**config.mk**
```make
export PLATFORM = sky130hd
export DESIGN_NAME = access_gate
export DESIGN_NICKNAME = d
export VERILOG_FILES = /design/src/rtl/access_gate_pkg.sv /design/src/rtl/dar_store.sv /design/src/rtl/dom_field_sel.sv /design/src/rtl/ap_rule_eval.sv /design/src/rtl/access_gate.sv
export SDC_FILE = /design/constraint.sdc
export NUM_CORES = 1
export LEC_CHECK = 0
export BUFFER_PORTS_ARGS = -buffer_cell sky130_fd_sc_hd__buf_2
export CORE_MARGIN = 4
export CORE_UTILIZATION = 50
export CTS_CLUSTER_SIZE = 8
export DETAILED_ROUTE_END_ITERATION = 6
export PLACE_DENSITY = 0.78
export SYNTH_ARGS = -nofsm -noshare
export SYNTH_HDL_FRONTEND = slang
export SYNTH_SLANG_ARGS = --single-unit
```
**constraint.sdc**
```tcl
create_clock -name clk -period 2.2 [get_ports clk]
set_input_delay 0.22 -clock clk [delete_from_list [all_inputs] [get_ports clk]]
set_output_delay 0.22 -clock clk [all_outputs]
set_load 0.005 [all_outputs]
```
**src/rtl/access_gate_pkg.sv**
```systemverilog
package access_gate_pkg;
  typedef enum logic [1:0] {
    FLT_NONE   = 2'b00,
    FLT_DOMAIN = 2'b01,
    FLT_PERM   = 2'b10
  } fault_e;

  localparam logic [1:0] DM_NOACC  = 2'b00;
  localparam logic [1:0] DM_CLIENT = 2'b01;
  localparam logic [1:0] DM_RSVD   = 2'b10;
  localparam logic [1:0] DM_MGR    = 2'b11;
endpackage

```
**src/rtl/dar_store.sv**
```systemverilog
module dar_store #(
  parameter int WIDTH = 32,
  parameter logic [WIDTH-1:0] RESET_VAL = '0
) (
  input  logic             clk,
  input  logic             rst,
  input  logic             we,
  input  logic [WIDTH-1:0] wdata,
  output logic [WIDTH-1:0] q
);
  always_ff @(posedge clk) begin
    if (rst)     q <= RESET_VAL;
    else if (we) q <= wdata;
  end
endmodule

```
**src/rtl/dom_field_sel.sv**
```systemverilog
module dom_field_sel #(
  parameter int NUM_DOMAINS = 16,
  parameter int FIELD_W     = 2,
  localparam int IDX_W      = $clog2(NUM_DOMAINS)
) (
  input  logic [NUM_DOMAINS*FIELD_W-1:0] dar,
  input  logic [IDX_W-1:0]               idx,
  output logic [FIELD_W-1:0]             field
);
  logic [FIELD_W-1:0] fields [NUM_DOMAINS];

  for (genvar g = 0; g < NUM_DOMAINS; g++) begin : g_split
    assign fields[g] = dar[g*FIELD_W +: FIELD_W];
  end

  assign field = fields[idx];
endmodule

```
**src/rtl/ap_rule_eval.sv**
```systemverilog
module ap_rule_eval (
  input  logic [1:0] ap,
  input  logic       sys_s,
  input  logic       sys_r,
  input  logic       priv,
  input  logic       wr,
  output logic       ok
);
  always_comb begin
    unique case (ap)
      2'b11: ok = 1'b1;
      2'b10: ok = priv | ~wr;
      2'b01: ok = priv;
      default: begin
        unique case ({sys_s, sys_r})
          2'b10:   ok = priv & ~wr;
          2'b01:   ok = ~wr;
          default: ok = 1'b0;
        endcase
      end
    endcase
  end
endmodule

```
**src/rtl/access_gate.sv**
```systemverilog
module access_gate
  import access_gate_pkg::*;
#(
  parameter int NUM_DOMAINS = 16,
  parameter int FIELD_W     = 2,
  parameter int AP_W        = 2,
  localparam int DOM_W      = $clog2(NUM_DOMAINS),
  localparam int DAR_W      = NUM_DOMAINS * FIELD_W
) (
  input  logic             clk,
  input  logic             rst,
  input  logic             dar_we,
  input  logic [DAR_W-1:0] dar_wdata,
  input  logic             acc_valid,
  input  logic [DOM_W-1:0] acc_domain,
  input  logic [AP_W-1:0]  acc_ap,
  input  logic             sys_s,
  input  logic             sys_r,
  input  logic             acc_priv,
  input  logic             acc_write,
  output logic             res_valid,
  output logic             res_allow,
  output logic [1:0]       res_fault,
  output logic [DOM_W-1:0] res_fault_dom
);
  logic [DAR_W-1:0]   dar_q;
  logic [FIELD_W-1:0] dmode;
  logic               ap_ok;
  logic               nx_allow;
  fault_e             nx_fault;

  dar_store #(.WIDTH(DAR_W), .RESET_VAL('0)) u_dar (
    .clk(clk), .rst(rst), .we(dar_we), .wdata(dar_wdata), .q(dar_q)
  );

  dom_field_sel #(.NUM_DOMAINS(NUM_DOMAINS), .FIELD_W(FIELD_W)) u_sel (
    .dar(dar_q), .idx(acc_domain), .field(dmode)
  );

  ap_rule_eval u_ap (
    .ap(acc_ap), .sys_s(sys_s), .sys_r(sys_r),
    .priv(acc_priv), .wr(acc_write), .ok(ap_ok)
  );

  always_comb begin
    nx_allow = 1'b0;
    nx_fault = FLT_DOMAIN;
    if (dmode == DM_MGR) begin
      nx_allow = 1'b1;
      nx_fault = FLT_NONE;
    end else if (dmode == DM_CLIENT) begin
      nx_allow = ap_ok;
      nx_fault = ap_ok ? FLT_NONE : FLT_PERM;
    end
  end

  always_ff @(posedge clk) begin
    if (rst || !acc_valid) begin
      res_valid     <= 1'b0;
      res_allow     <= 1'b0;
      res_fault     <= FLT_NONE;
      res_fault_dom <= '0;
    end else begin
      res_valid     <= 1'b1;
      res_allow     <= nx_allow;
      res_fault     <= nx_fault;
      res_fault_dom <= nx_allow ? '0 : acc_domain;
    end
  end
endmodule

```
==> load_flow_metrics.sql, run 1 <==
INSERT INTO impl_metrics (metric_group, metric, value, unit) VALUES
('clock_tree', 'post_cts_resize_count', '0', ''),
('timing', 'layout_worst_path_cycle_share', '0.772', ''),
('final_layout', 'mostFrequentLayoutCell', 'sky130_fd_sc_hd__buf_2', ''),
('timing', 'postLayoutSetupSlackWorst', '501', 'ps'),
('placement', 'placement.setup.worst_slack', '247', 'ps'),
('grt', 'globalRouteOverflowTotal', '0', ''),
('worst_setup_path', 'timing_worst_setup_path_type', 'flip-flop to flip-flop', ''),
('final_layout', 'drive_gt1_frac', '0.321', ''),
('die', 'design.die.area', '4450', 'µm²'),
('job', 'max_cap_violations', '0', ''),
('worst_setup_path', 'critPathRequiredTime', '2440', 'ps'),
('timing', 'max-slew-margin-rel', '0.658', ''),
('timing', 'rsz0062_at_grt', 'false', ''),
('power_and_ir_drop', 'max-vdd-ir-drop', '0.501', 'mV'),
('drt', 'drt-vias-per-instance', '5.09', ''),
('final_layout', 'num_antenna_cells', '0', ''),
('die', 'ios', '54', ''),
('drt', 'postRouteAntennaNets', '0', ''),
('placement', 'place_hpwl', '2540', 'µm'),
('grt', 'first_global_vias', '1162', ''),
('power_and_ir_drop', 'pwr_density_cell', '694', 'nW/µm²'),
('outcome', 'status', 'finished, final reports clean', ''),
('placement', 'finalWeightedCongestion', '0.773', ''),
('clock_tree', 'setup_fix_bufs_post_cts', '0', ''),
('timing', 'final-hold-violation-count', '0', ''),
('logic_synthesis', 'post_synth_main_area_contributors', 'sky130_fd_sc_hd__dfxtp_1 46%, sky130_fd_sc_hd__mux2i_1 19%, sky130_fd_sc_hd__nor2_1 7.4%, sky130_fd_sc_hd__mux4_2 6.5%, sky130_fd_sc_hd__mux4_1 4.6%', ''),
('die', 'chipHeight', '66.7', 'µm'),
('grt', 'grt_start_max_net_pins', '33', ''),
('drt', 'via_count', '1314', ''),
('logic_synthesis', 'synth_seq_area_share', '0.464', ''),
('die', 'die_w', '66.7', 'µm'),
('die', 'initial_utilization', '0.517', ''),
('timing', 'max_freq', '0.589', 'GHz'),
('clock_tree', 'cts_tree', 'done', ''),
('clock_tree', 'cts_hold_buf', '0', ''),
('clock_tree', 'clock-root-buffer', 'sky130_fd_sc_hd__clkbuf_4', ''),
('timing', 'finalSetupTns', '0', 'ps'),
('logic_synthesis', 'synthesis.area_per_instance', '10.8', 'µm²'),
('logic_synthesis', 'yosys_warnings', '0', ''),
('grt', 'grtUsageTotal', '0.163', ''),
('logic_synthesis', 'netlist-cell-type-count', '24', ''),
('timing', 'number_of_max_slew_violations_in_the_final_report', '0', ''),
('final_layout', 'areaGrowthSynthToFinish', '21.1', '%'),
('drt', 'remaining_drc_errors', '0', ''),
('clock_tree', 'cts_made_buffers', '5', ''),
('final_layout', 'layout.cells.most_common_list', '53 x sky130_fd_sc_hd__buf_2, 40 x sky130_fd_sc_hd__dfxtp_1, 34 x sky130_fd_sc_hd__nor2_1, 33 x sky130_fd_sc_hd__mux2i_1, 7 x sky130_fd_sc_hd__o22ai_1', ''),
('die', 'placeableCoreArea', '3340', 'µm²'),
('placement', 'buffer_ports.inserted', '53', ''),
('final_layout', 'finalNetCount', '259', ''),
('grt', 'antenna_violations_before_repair', '0', ''),
('clock_tree', 'clk_path_buf_depth', '2', ''),
('logic_synthesis', 'synthDominantCellAreaShare', '0.464', ''),
('power_and_ir_drop', 'power.leakage', '1.05', 'nW'),
('worst_setup_path', 'cp-end-kind', 'flip-flop', ''),
('logic_synthesis', 'post-synth-top-area-cell', 'sky130_fd_sc_hd__dfxtp_1', ''),
('worst_setup_path', 'critPathLaunchType', 'flip-flop', ''),
('clock_tree', 'clock-sinks', '40', ''),
('worst_setup_path', 'cp_max_fo', '6', ''),
('logic_synthesis', 'synth_nets', '208', ''),
('drt', 'final_routed_wire_length_divided_by_cell_count', '13.0', 'µm'),
('timing', 'timing.final.setup_violations', '0', ''),
('drt', 'dr.pass1.iters', '4', ''),
('power_and_ir_drop', 'report.power.total', '1.45', 'mW'),
('logic_synthesis', 'mappedNetlistArea', '1730', 'µm²'),
('timing', 'post-route-min-period', '1700', 'ps'),
('drt', 'first_iter_violations', '81', ''),
('clock_tree', 'clk_latency', '330', 'ps'),
('die', 'floorplan.rows', '21', ''),
('timing', 'pin_slew_with_the_least_headroom_to_its_limit', '513', 'ps'),
('drt', 'detail_route.wirelength', '3340', 'µm'),
('logic_synthesis', 'synth-seq-cells', '40', ''),
('logic_synthesis', 'synth_cells', '160', ''),
('worst_setup_path', 'timing.critical_path.arrival', '1940', 'ps'),
('grt', 'grt_first_pass_wirelength', '5490', 'µm'),
('clock_tree', 'ctsHtreeMaxLevel', '2', ''),
('clock_tree', 'path_clk_slew', '120', 'ps'),
('hold_path', 'worstHoldPathType', 'primary input to flip-flop', ''),
('timing', 'clock-skew-final', '10.2', 'ps');
power by group:
part           total [mW]  internal, mW  switching (mW)  leakage (nW)
combinational       0.203         0.108          0.0947         0.680
clock               0.459         0.238           0.221        0.0422
sequential          0.787         0.767          0.0202         0.330
Yosys cell counts:
library cell               instances
sky130_fd_sc_hd__dfxtp_1          40
sky130_fd_sc_hd__nor2_1           34
sky130_fd_sc_hd__mux2i_1          33
sky130_fd_sc_hd__o22ai_1           7
sky130_fd_sc_hd__clkbuf_1          6
sky130_fd_sc_hd__mux4_2            5
sky130_fd_sc_hd__nand2_1           5
sky130_fd_sc_hd__inv_1             4
sky130_fd_sc_hd__o21bai_1          4
sky130_fd_sc_hd__buf_1             3
sky130_fd_sc_hd__mux4_1            3
sky130_fd_sc_hd__ha_1              2
sky130_fd_sc_hd__mux2_1            2
sky130_fd_sc_hd__nor2b_1           2
sky130_fd_sc_hd__a21bo_1           1
sky130_fd_sc_hd__a21oi_1           1
sky130_fd_sc_hd__buf_2             1
sky130_fd_sc_hd__buf_6             1
sky130_fd_sc_hd__nand2_2           1
sky130_fd_sc_hd__nand2b_1          1
sky130_fd_sc_hd__nor3_1            1
sky130_fd_sc_hd__o21a_1            1
sky130_fd_sc_hd__o21ba_1           1
sky130_fd_sc_hd__o31ai_1           1
metal layers:
metal / track usage / vias up / part of all wire / wire length (µm)
li1: - / 665 / - / -
met5: 0 / - / 0 / 0
met1: 0.226 / 599 / 0.46 / 1530
met2: 0.240 / 46 / 0.45 / 1500
met4: 0.0533 / 0 / 0.010 / 35
met3: 0.0506 / 4 / 0.084 / 280
cells by family (layout without fill, tap and decap cells):
| logic type | Yosys count | in the layout | share of synthesized area |
|---|---|---|---|
| buffers and inverters | 15 | 67 | 0.0377 |
| flip-flops | 40 | 40 | 0.464 |
| multiplexers | 43 | 43 | 0.315 |
| adder cells (fa/ha/maj) | 2 | 2 | 0.0145 |
| AO/OA/AOI/OAI | 16 | 16 | 0.0660 |
| AND/OR/NAND/NOR | 44 | 44 | 0.102 |
worst max-delay path, stage by stage (launching register included):
cell                      delay, ps
sky130_fd_sc_hd__dfxtp_1        330
sky130_fd_sc_hd__mux4_2         480
sky130_fd_sc_hd__mux4_2         550
sky130_fd_sc_hd__nand2_2        100
sky130_fd_sc_hd__o21ba_1        140
worst paths after layout:
kind / startpoint / endpoint / slack [ps] / cells past startpoint
setup / recovery: u_dar.q[26] / res_allow / 500 / 4
hold / removal: dar_wdata[25] / u_dar.q[25] / 120 / 3
setup reg to reg: u_dar.q[26] / res_allow / 500 / 4
hold reg to reg: u_dar.q[17] / u_dar.q[17] / 500 / 2
state kept, by name, indices dropped and copies added, names as in the netlist:
name	cells
res_allow	1
res_fault	2
u_dar.q	32
res_valid	1
res_fault_dom	4
area by class of cell:
| class | count | area (µm²) |
|---|---|---|
| Clock buffer | 6 | 41.3 |
| Clock inverter | 2 | 35.0 |
| Fill cell | 319 | 1250 |
| Inverter | 4 | 15.0 |
| Multi-Input combinational cell | 105 | 860 |
| Sequential cell | 40 | 801 |
| Tap cell | 46 | 57.6 |
| Timing Repair Buffer | 55 | 280 |
stage by stage:
stage,area [µm²],utilization,hold slack (ps),std cells
3_5_place_dp,2010,0.603,462,250
2_1_floorplan,1730,-,367,160
6_report,2090,0.626,117,258
3_3_place_gp,2010,0.603,452,250
5_1_grt,2090,0.626,109,258
4_1_cts,2090,0.626,107,258
(Power assumes the default switching activity.)
==> run 2, diff against run 1 <==
--- a/config.mk
+++ b/config.mk
@@ -5,6 +5,7 @@
 export SDC_FILE = /design/constraint.sdc
 export NUM_CORES = 1
 export LEC_CHECK = 0
+export ABC_AREA = 1
 export BUFFER_PORTS_ARGS = -buffer_cell sky130_fd_sc_hd__buf_2
 export CORE_MARGIN = 4
 export CORE_UTILIZATION = 50
==> constraint.sdc (replaced) <==
create_clock -name clk -period 1.6 [get_ports clk]
set_input_delay 0.16 -clock clk [delete_from_list [all_inputs] [get_ports clk]]
set_output_delay 0.16 -clock clk [all_outputs]
set_load 0.005 [all_outputs]
==> run 2 against run 1 <==
  * Die area rose by 1.5%
  * Setup slack got worse by 74 ps
  * Register-to-register slack got worse by 70 ps
  * Critical endpoint is now res_fault_dom[0]
==> load_flow_metrics.sql, run 2 <==
INSERT INTO impl_metrics (metric_group, metric, value, unit) VALUES
('clock_tree', 'cts_hold_buf', '0', ''),
('logic_synthesis', 'synth_cells', '238', ''),
('timing', 'postLayoutSetupSlackWorst', '427', 'ps'),
('drt', 'dr.pass1.iters', '4', ''),
('logic_synthesis', 'synthesis.area_per_instance', '7.37', 'µm²'),
('drt', 'via_count', '1589', ''),
('grt', 'globalRouteOverflowTotal', '0', ''),
('worst_setup_path', 'timing.critical_path.arrival', '1420', 'ps'),
('die', 'die_w', '67.2', 'µm'),
('power_and_ir_drop', 'power.leakage', '0.993', 'nW'),
('grt', 'grt_start_max_net_pins', '37', ''),
('logic_synthesis', 'synth-edff-count', '0', ''),
('die', 'initial_utilization', '0.522', ''),
('logic_synthesis', 'mappedNetlistArea', '1750', 'µm²'),
('logic_synthesis', 'netlist-cell-type-count', '21', ''),
('job', 'max_cap_violations', '0', ''),
('drt', 'remaining_drc_errors', '0', ''),
('final_layout', 'post_layout_nonfiller_instances', '334', ''),
('clock_tree', 'clk_latency', '350', 'ps'),
('worst_setup_path', 'critPathLaunchType', 'flip-flop', ''),
('placement', 'place_hpwl', '2860', 'µm'),
('drt', 'postRouteAntennaNets', '0', ''),
('final_layout', 'largestRegisters', 'u_dar.q x32, res_fault_dom x4, res_fault x2', ''),
('grt', 'busiest_layer', 'met2', ''),
('logic_synthesis', 'post-synth-top-area-cell', 'sky130_fd_sc_hd__dfxtp_1', ''),
('grt', 'antenna_violations_before_repair', '0', ''),
('timing', 'number_of_max_slew_violations_in_the_final_report', '0', ''),
('timing', 'pin_slew_with_the_least_headroom_to_its_limit', '402', 'ps'),
('worst_setup_path', 'cp_max_fo', '4', ''),
('timing', 'post-route-min-period', '1170', 'ps'),
('timing', 'layout_worst_path_cycle_share', '0.733', ''),
('final_layout', 'layout.area.seq', '801', 'µm²'),
('worst_setup_path', 'cp-end-kind', 'flip-flop', ''),
('clock_tree', 'clk_path_buf_depth', '2', ''),
('grt', 'first_global_vias', '1445', ''),
('final_layout', 'drive_gt1_frac', '0.250', ''),
('worst_setup_path', 'critical_path.cell_chain', 'inv_1 -> o21ai_0 -> nand2_1 -> nand3_1 -> nand3_1 -> nand2_2 -> nand2_2 -> nand2_2 -> nor2_1', ''),
('power_and_ir_drop', 'report.power.total', '2.02', 'mW'),
('logic_synthesis', 'synth_most_common_cell', 'sky130_fd_sc_hd__nand2_1', ''),
('logic_synthesis', 'ys_top_cells_by_count', '52 x sky130_fd_sc_hd__nand2_1, 40 x sky130_fd_sc_hd__dfxtp_1, 32 x sky130_fd_sc_hd__nor2_1', ''),
('worst_setup_path', 'worst_path_dominant_cell_family', 'simple AND/OR/NAND/NOR gates', ''),
('final_layout', 'num_antenna_cells', '0', ''),
('drt', 'first_iter_violations', '136', ''),
('worst_setup_path', 'critPathRequiredTime', '1840', 'ps'),
('final_layout', 'largest_reg_flops', '32', ''),
('worst_setup_path', 'timing_worst_setup_path_type', 'flip-flop to flip-flop', ''),
('logic_synthesis', 'synth_seq_area_share', '0.456', ''),
('die', 'chipHeight', '67.2', 'µm'),
('die', 'placeableCoreArea', '3360', 'µm²'),
('die', 'design.die.area', '4520', 'µm²'),
('clock_tree', 'cts_tree', 'done', ''),
('power_and_ir_drop', 'max-vdd-ir-drop', '0.641', 'mV'),
('power_and_ir_drop', 'pwr_density_cell', '953', 'nW/µm²'),
('clock_tree', 'path_clk_slew', '110', 'ps'),
('worst_setup_path', 'critPathMaxStageDelay', '330', 'ps'),
('timing', 'rsz0062_at_grt', 'false', ''),
('clock_tree', 'cts_made_buffers', '5', ''),
('clock_tree', 'setup_fix_bufs_post_cts', '0', ''),
('logic_synthesis', 'synthDominantCellAreaShare', '0.456', ''),
('final_layout', 'layout.cells.most_common_list', '53 x sky130_fd_sc_hd__buf_2, 52 x sky130_fd_sc_hd__nand2_1, 40 x sky130_fd_sc_hd__dfxtp_1, 32 x sky130_fd_sc_hd__nor2_1, 26 x sky130_fd_sc_hd__inv_1', ''),
('placement', 'placement.setup.worst_slack', '69.9', 'ps'),
('drt', 'drt-vias-per-instance', '4.76', ''),
('logic_synthesis', 'synthFlopType', 'sky130_fd_sc_hd__dfxtp_1', ''),
('clock_tree', 'post_cts_resize_count', '0', ''),
('placement', 'finalWeightedCongestion', '0.831', ''),
('timing', 'max-slew-margin-rel', '0.732', ''),
('timing', 'final-hold-violation-count', '0', ''),
('drt', 'final_routed_wire_length_divided_by_cell_count', '11.1', 'µm'),
('timing', 'finalSetupTns', '0', 'ps'),
('final_layout', 'mostFrequentLayoutCell', 'sky130_fd_sc_hd__buf_2', ''),
('worst_setup_path', 'critical-path-top-cell-by-count', 'sky130_fd_sc_hd__nand2_2', ''),
('timing', 'clock-skew-final', '6.21', 'ps'),
('grt', 'grt_use_met3', '0.0632', ''),
('logic_synthesis', 'synth-async-reset-ratio', '0', ''),
('die', 'floorplan.rows', '21', ''),
('logic_synthesis', 'yosys_warnings', '0', ''),
('final_layout', 'areaGrowthSynthToFinish', '20.7', '%'),
('logic_synthesis', 'synth-seq-cells', '40', ''),
('final_layout', 'layout.core_utilization', '0.629', ''),
('final_layout', 'combined_area_of_the_multi_input_logic_cells', '764', 'µm²'),
('logic_synthesis', 'synth_nets', '286', ''),
('outcome', 'status', 'finished, final reports clean', ''),
('final_layout', 'max_flop_register', 'u_dar.q', ''),
('grt', 'grt_first_pass_wirelength', '6200', 'µm'),
('clock_tree', 'clock-sinks', '40', ''),
('final_layout', 'fillCellCount', '355', ''),
('placement', 'buffer_ports.inserted', '53', ''),
('drt', 'detail_route.wirelength', '3700', 'µm'),
('grt', 'grtUsageTotal', '0.182', ''),
('logic_synthesis', 'post_synth_main_area_contributors', 'sky130_fd_sc_hd__dfxtp_1 46%, sky130_fd_sc_hd__nand2_1 11%, sky130_fd_sc_hd__a211oi_1 7.7%, sky130_fd_sc_hd__nor2_1 6.8%, sky130_fd_sc_hd__inv_1 5.6%', ''),
('timing', 'timing.final.setup_violations', '0', ''),
('clock_tree', 'clock-root-buffer', 'sky130_fd_sc_hd__clkbuf_4', ''),
('worst_setup_path', 'buffers_plus_inverters_on_the_worst_setup_path', '1', ''),
('worst_setup_path', 'cp_slowest_cell', 'sky130_fd_sc_hd__dfxtp_1', ''),
('placement', 'place.detailed.instances', '326', ''),
('grt', 'globalRouteMet2Util', '0.281', ''),
('timing', 'max_freq', '0.852', 'GHz'),
('hold_path', 'worstHoldPathType', 'primary input to flip-flop', ''),
('die', 'ios', '54', ''),
('final_layout', 'finalNetCount', '335', ''),
('grt', 'grtUsageMet1', '0.236', ''),
('clock_tree', 'ctsHtreeMaxLevel', '2', '');
==> run 2: cell count changes in the layout (fill, tap and decap cells not counted), sizes merged, moves of 4 or more <==
cell / change
inv: +24
mux4: -8
nand2: +49
o22ai: -7
o211ai: +5
nand3: +17
o21bai: -4
mux2i: -33
a21oi: +14
a211oi: +18
o21ai: +10
==> run 2: metal layers <==
layer,share of wire,vias up
met5,0,-
met4,0.013,0
met3,0.064,5
met2,0.44,33
met1,0.48,685
li1,-,866
==> run 2: layout make-up <==
type | instances | area share
inverters | 28 | 0.0496
multi-input cells | 156 | 0.361
clock inverters | 2 | 0.0165
repair buffers | 56 | 0.148
flip-flops and latches | 40 | 0.378
well taps | 46 | 0.0272
clock buffers | 6 | 0.0195
==> run 2: kinds of logic (layout without fill, tap and decap cells) <==
group	Yosys count	count (layout)	synth area share
AO/OA/AOI/OAI	48	48	0.170
AND/OR/NAND/NOR	106	106	0.252
flip-flops	40	40	0.456
adder cells (fa/ha/maj)	2	2	0.0143
buffers and inverters	42	92	0.108
==> run 2: tightest hold or removal path: cells and delay by family <==
family | cells | cell delay, ps
buf+inv | 1 | 90
simple gates | 1 | 50
compound gates | 1 | 50
==> run 2: power by group <==
group	internal, mW	switching (mW)
clock	0.327	0.318
sequential	1.06	0.0203
combinational	0.129	0.167
==> run 2: path summary, 6_finish.rpt <==
check | start | endpoint | slack (ps) | cells after the start
setup / recovery | u_dar.q[12] | res_fault_dom[0] | 430 | 9
hold reg to reg | u_dar.q[6] | u_dar.q[6] | 470 | 2
hold / removal | dar_wdata[3] | u_dar.q[3] | 40 | 3
setup reg to reg | u_dar.q[12] | res_fault_dom[0] | 430 | 9
==> run 2: per-stage QoR <==
stage | hold WS (ps) | area [µm²]
2_1_floorplan | 300 | 1750
3_3_place_gp | 411 | 2040
3_5_place_dp | 413 | 2040
4_1_cts | 36.6 | 2120
5_1_grt | 26.3 | 2120
6_report | 44.1 | 2120
